===== config.mk =====
export PLATFORM = sky130hd
export DESIGN_NAME = charrom_seq
export DESIGN_NICKNAME = d
export VERILOG_FILES = /design/src/rtl/charrom_seq.sv
export SDC_FILE = /design/constraint.sdc
export NUM_CORES = 1
export LEC_CHECK = 0
export CORE_ASPECT_RATIO = 1.25
export CORE_MARGIN = 2
export CORE_UTILIZATION = 48
export CTS_CLUSTER_DIAMETER = 50
export CTS_CLUSTER_SIZE = 10
export DETAILED_ROUTE_END_ITERATION = 8
export GPL_TIMING_DRIVEN = 0
export MAX_ROUTING_LAYER = met4
export PLACE_DENSITY_LB_ADDON = 0.2
export RECOVER_POWER = 50
export SYNTH_ARGS = -nofsm -noshare
export SYNTH_HDL_FRONTEND = slang
export SYNTH_SLANG_ARGS = --single-unit

===== constraint.sdc =====
create_clock -name clk -period 2.2 [get_ports clk]
set_input_delay 0.55 -clock clk [delete_from_list [all_inputs] [get_ports clk]]
set_output_delay 0.55 -clock clk [all_outputs]
set_load 0.03 [all_outputs]

===== src/rtl/charrom_seq.sv =====
module charrom_seq #(
  parameter int ADDR_W = 4,
  parameter int DATA_W = 8,
  parameter logic [(2**ADDR_W)*DATA_W-1:0] ROM_IMAGE =
    {56'h0, 16'h2020, "NUR", 8'h0D, "UPC"}
) (
  input  logic              clk,
  input  logic              rst_n,
  input  logic              tick,
  input  logic              cnt_en,
  input  logic              clr,
  input  logic              load,
  input  logic [ADDR_W-1:0] load_val,
  output logic [ADDR_W-1:0] pc,
  output logic [DATA_W-1:0] char_out,
  output logic              char_valid,
  output logic              display_clear
);

  logic [ADDR_W-1:0] next_addr;
  logic [DATA_W-1:0] fetched;
  logic              advance;

  assign advance   = tick && cnt_en;
  assign next_addr = pc + 1'b1;
  assign fetched   = ROM_IMAGE[int'(next_addr)*DATA_W +: DATA_W];

  always_ff @(posedge clk or negedge rst_n) begin
    if (!rst_n) begin
      pc            <= '0;
      char_out      <= '0;
      char_valid    <= 1'b0;
      display_clear <= 1'b0;
    end else begin
      char_valid    <= 1'b0;
      display_clear <= 1'b0;
      if (clr) begin
        pc <= '0;
      end else if (load) begin
        pc <= load_val;
      end else if (advance) begin
        char_out <= fetched;
        if (fetched == '0) begin
          pc            <= '0;
          display_clear <= 1'b1;
        end else begin
          pc         <= next_addr;
          char_valid <= 1'b1;
        end
      end
    end
  end


  clr_wins_chk: assert property (@(posedge clk) disable iff (!rst_n)
    clr |=> (pc == '0) && !char_valid && !display_clear);


  load_takes_chk: assert property (@(posedge clk) disable iff (!rst_n)
    (!clr && load) |=> (pc == $past(load_val)) && !char_valid && !display_clear);


  idle_hold_chk: assert property (@(posedge clk) disable iff (!rst_n)
    (!clr && !load && !(tick && cnt_en)) |=> $stable(pc) && $stable(char_out)
      && !char_valid && !display_clear);


  null_restart_chk: assert property (@(posedge clk) disable iff (!rst_n)
    display_clear |-> (pc == '0) && (char_out == '0));


  printable_chk: assert property (@(posedge clk) disable iff (!rst_n)
    char_valid |-> (char_out != '0));


  strobe_excl_chk: assert property (@(posedge clk) disable iff (!rst_n)
    $countones({char_valid, display_clear}) <= 1);

endmodule


======== Word level (Yosys, flattened, before mapping) ========
Index checks and enable logic that the tools add are counted.
storage, ports and cells
  output and inout bits ................... 14
  word-level logic and storage cells ...... 24
  input bits .............................. 10
  register bits after elaboration ......... 14
cells by class
  reduce and logical (&&, ||, !) cells .... 4
  add/subtract/negate cells ............... 1
  shifts and indexed selects .............. 1
  bitwise operators ....................... 2
  multiplexer cells ....................... 12
operators with widths
  operator                                                                       number
  128-bit by 8-bit variable part select with 8-bit output, first input constant  1
  4-bit two-way mux                                                              4
  8-bit logical NOT                                                              1
  1-bit two-way mux                                                              8
  4-bit by 1-bit adder with 4-bit output, second input constant                  1
  3-bit AND reduction                                                            1
  3-bit nonzero test                                                             1
  1-bit inverter                                                                 2
  1-bit logical AND                                                              1

======== Longest topological paths before layout ========
  depth after elaboration ................. 7
  gate-level depth with buffers ........... 8
  depth with buffers taken out ............ 7

======== Worst setup path after synthesis ========
No wires, ideal clock.
  path kind ............................... reg2reg
  from .................................... register pc[0]
  to ...................................... register pc[1]
  clock period less this slack ............ 2.128 ns
  path slack .............................. 0.072 ns
  arrival ................................. 2.008 ns
  required time ........................... 2.080 ns
  buffers on the path ..................... 1
  library setup time ...................... 0.120 ns
  stages on the path, launching flop included .. 8
  path through ............................ dfrtp_1 ha_1 buf_4 nand2b_1 a31o_1 a211oi_2 nand4b_2 a31o_1
on the way
  longest elaborated chain between the ends .. 7
RTL lines
  what                                                     line  RTL
  start: declaration                                       14    output logic [ADDR_W-1:0] pc,
  start signal: assignment                                 40    pc <= load_val;
  start signal: assignment                                 47    pc <= next_addr;
  4-bit by 1-bit adder with 4-bit output *                 25    assign next_addr = pc + 1'b1;
  128-bit by 8-bit variable part select with 8-bit output  26    assign fetched = ROM_IMAGE[int'(next_addr)*DATA_W +: DATA_W];
  8-bit logical NOT                                        43    if (fetched == '0) begin
  4-bit two-way mux *                                      43
  4-bit two-way mux *                                      41    end else if (advance) begin
  4-bit two-way mux *                                      39    end else if (load) begin
  4-bit two-way mux *                                      37    if (clr) begin
Every way passes the cells marked *; elsewhere a longest branch is shown, timed or not. The select of a mux whose other input is x is not followed.
A chain may end at the register's enable or synchronous reset.

======== Worst setup path after layout ========
Same ends and word-level chain as after synthesis.

==> metrics.yaml <==
timing:
  drv_slew: 0
  worst_slack_ns: 0.0634
  worst_slew_pin_slew_ns: 0.588
  finClkSkew_ns: 0.00108
  max_slew_margin_pct: 60.7
  post-route-period-util_pct: 97.1
  fin_crit_ns: 2.14
  fmax_mhz: 468
  finalSetupViolations: 0
  fin_hold_ws_ns: 0.471
  hold_viol_final: 0
yosys:
  synthTopCellsByArea: "dfrtp_1 34%, ha_1 9.2%, nand2_1 6.7%"
  synth_cells: 106
  ys.warnings.count: 0
  ys_seq_area_share_pct: 34.0
  yosys.area_share.simple_pct: 25.3
  synth_top_cell_by_area: "dfrtp_1"
  syn_area_um2: 956
  async_reset_ff_share_pct: 100
  synth_xor_area_share_pct: 4.32
  synth_top_area_share_pct: 34.0
  syn_nets: 123
  synth_fa_ha_area_share_pct: 9.16
  synth_flop_cell: "dfrtp_1"
  synth-edff-count: 0
  synthDistinctLibCells: 38
  synth_top_family_by_area: "simple AND/OR/NAND/NOR gates"
  synth_compound_area_share_pct: 19.0
  avgSynthCellArea_um2: 9.02
  synth_seq_cells: 13
  synthMuxAreaShare_pct: 3.27
floorplanning:
  pin_count: 24
  die-area_mm2: 0.00237
  core-area_mm2: 0.00194
  die_w_um: 43.9
  std_cell_rows: 18
  die_y_um: 53.9
  start_util_pct: 49.4
placement:
  dp.final_hpwl_mm: 1.58
  dp_slack_ns: -0.0678
  numPortBuffers: 21
  place_congestion: 0.868
critical_path:
  cp_num_buf_inv: 0
  slowest_stage: "dfrtp_2"
  r2r_setup_slack_ns: 0.06
  critical-path-top-delay-family: "compound AO/OA/AOI/OAI gates"
  r2r_end: "pc[1]"
  startpoint_type: "register"
  crit_path_max_fanout: 7
  critPathArrivalTime_ns: 2.30
  path_cells: "ha_1 -> xor2_2 -> mux2i_1 -> a31o_2 -> nand4b_2 -> a31o_1"
  required_ns: 2.37
  worst-r2r-cell-count: 6
  critical_path.max_stage_delay_ns: 0.47
  r2r-start: "pc[0]"
  crit_path_end_kind: "register"
  crit_type: "register to register"
cells_and_area:
  synthToLayoutAreaGrowth_pct: 30.9
  filler_cell_count: 164
  fin_nets: 152
  antenna-diode-count: 0
  finalCoreUtilization_pct: 64.6
  drive_gt1_share_pct: 15.7
  regArea_um2: 327
  multiInputGateArea_um2: 596
clock_network:
  htreeDepth: 1
  cts_tree: "yes"
  clock_latency_ns: 0.27
  cts_buffers: 3
  hold_buffers: 0
  clk_pin_slew_ns: 0.08
  clock_sinks: 13
  clock_tree.root_cell: "clkbuf_4"
  cts.path.max_buffers: 2
global_route:
  track_usage_pct: 19.6
  grt_pass1_wl_mm: 3.31
  grt_overflow: 0
  antenna_found_initial: 0
  grt_max_degree: 14
  grt_pass1_vias: 780
routing:
  drtPass1Iterations: 4
  wl_per_cell_um: 13.8
  ant_nets: 0
  first_iter_violations: 20
  remaining_drc_errors: 0
  num_vias: 877
  vias_per_cell: 5.69
  wl_mm: 2.12
hold_path:
  min_to: "char_out[3]"
  hold_path_class: "register to register"
  hp-start: "char_out[3]"
  hold_path_depth: 2
pwr:
  power_density_mw_per_mm2: 551
  ir_drop_uv: 495
  p_leak_nw: 0.568
job:
  cap_violations: 0
status:
  status: "completed"
through the flow:
step	cells	cell area (um^2)	setup TNS [ns]	power [mW]
2_1_floorplan	106	956	0	0.445
3_5_place_dp	147	1190	-0.194	0.544
4_1_cts	151	1220	0	0.691
6_report	154	1250	0	0.689
5_1_grt	154	1250	-0.00264	0.730
3_3_place_gp	147	1190	-0.115	0.539
metal layers:
metal | vias up | global-route usage, % | routed length, um
li1 | 430 | - | -
met1 | 405 | 21.2 | 882
met2 | 36 | 34.8 | 1100
met3 | 6 | 6.38 | 116
met4 | 0 | 4.55 | 29
met5 | - | - | 0
synthesized netlist by cell type (2+ instances only):
library cell and number:
nand2_1 17, dfrtp_1 13, nor2_1 9, a21oi_1 7, ha_1 7, nand3b_1 5
clkbuf_1 3, nand3_1 3, o31ai_1 3, a211oi_2 2, a31o_1 2, buf_2 2
buf_4 2, inv_1 2, mux2i_1 2, nand2b_1 2, nor3_1 2, o21ai_0 2
o22ai_1 2
state kept, by name, summed over array words and instances, names as in the netlist:
| name | count |
|---|---|
| char_out | 7 |
| display_clear | 1 |
| pc | 4 |
| char_valid | 1 |
cell families (layout without fill, tap and decap cells):
kind of cell / Yosys count / count (layout)
mux: 3 / 3
flops: 13 / 13
other cells: 1 / 1
fa+ha+maj: 7 / 7
buf+inv: 9 / 37
compound gates: 25 / 25
simple gates: 45 / 45
xor+xnor: 3 / 3
final cells by class:
| class | instances | area share [%] |
|---|---|---|
| buffer | 7 | 3.00 |
| clock buffer | 4 | 2.10 |
| inverter | 2 | 0.600 |
| multi-input combinational | 84 | 47.6 |
| sequential | 13 | 26.1 |
| tap | 20 | 2.00 |
| timing repair buffer | 24 | 18.6 |
worst max-delay path by stage:
stage / start / end / slack [ns] / depth (start not counted)
2_1_floorplan: pc[0] / pc[1] / 0.07 / 7
3_3_place_gp: pc[0] / pc[1] / -0.04 / 7
3_5_place_dp: pc[0] / pc[3] / -0.07 / 7
4_1_cts: pc[0] / pc[1] / 0.03 / 6
5_1_grt: pc[0] / pc[1] / -0.003 / 6
6_report: pc[0] / pc[1] / 0.06 / 6
worst min-delay path: stages (launching register included):
cell	delay [ns]
dfrtp_1	0.34
nand2_1	0.05
o31ai_1	0.05
cells in the final DEF, fill, tap and decap left out, drive strengths merged, types with 3 or more instances in the layout:
cell	netlist	routed
a211oi	3	3
dfrtp	13	13
nand3b	5	5
nand2	17	17
buf	4	7
nor2	9	9
clkbuf	3	7
o31ai	3	3
a21oi	7	7
clkdlybuf4s50	0	14
o21ai	3	3
dlygate4sd3	0	7
ha	7	7
nand3	3	3
a31o	3	3
report_power, final:
group	switching, mW	total (mW)	internal (mW)	leakage (nW)
Sequential	0.0184	0.284	0.266	0.171
Combinational	0.147	0.259	0.112	0.382
Clock	0.0756	0.146	0.0702	0.0150
timing repair:
action | CTS | global route
hold endpoints to repair | 0 | 0
pin swaps | 0 | 0
buffers inserted | 0 | 3
gates resized for setup | 1 | 3
cloned | 0 | 0
setup endpoints to repair | 4 | 6
Note: power is estimated with default switching activity, not from simulation.
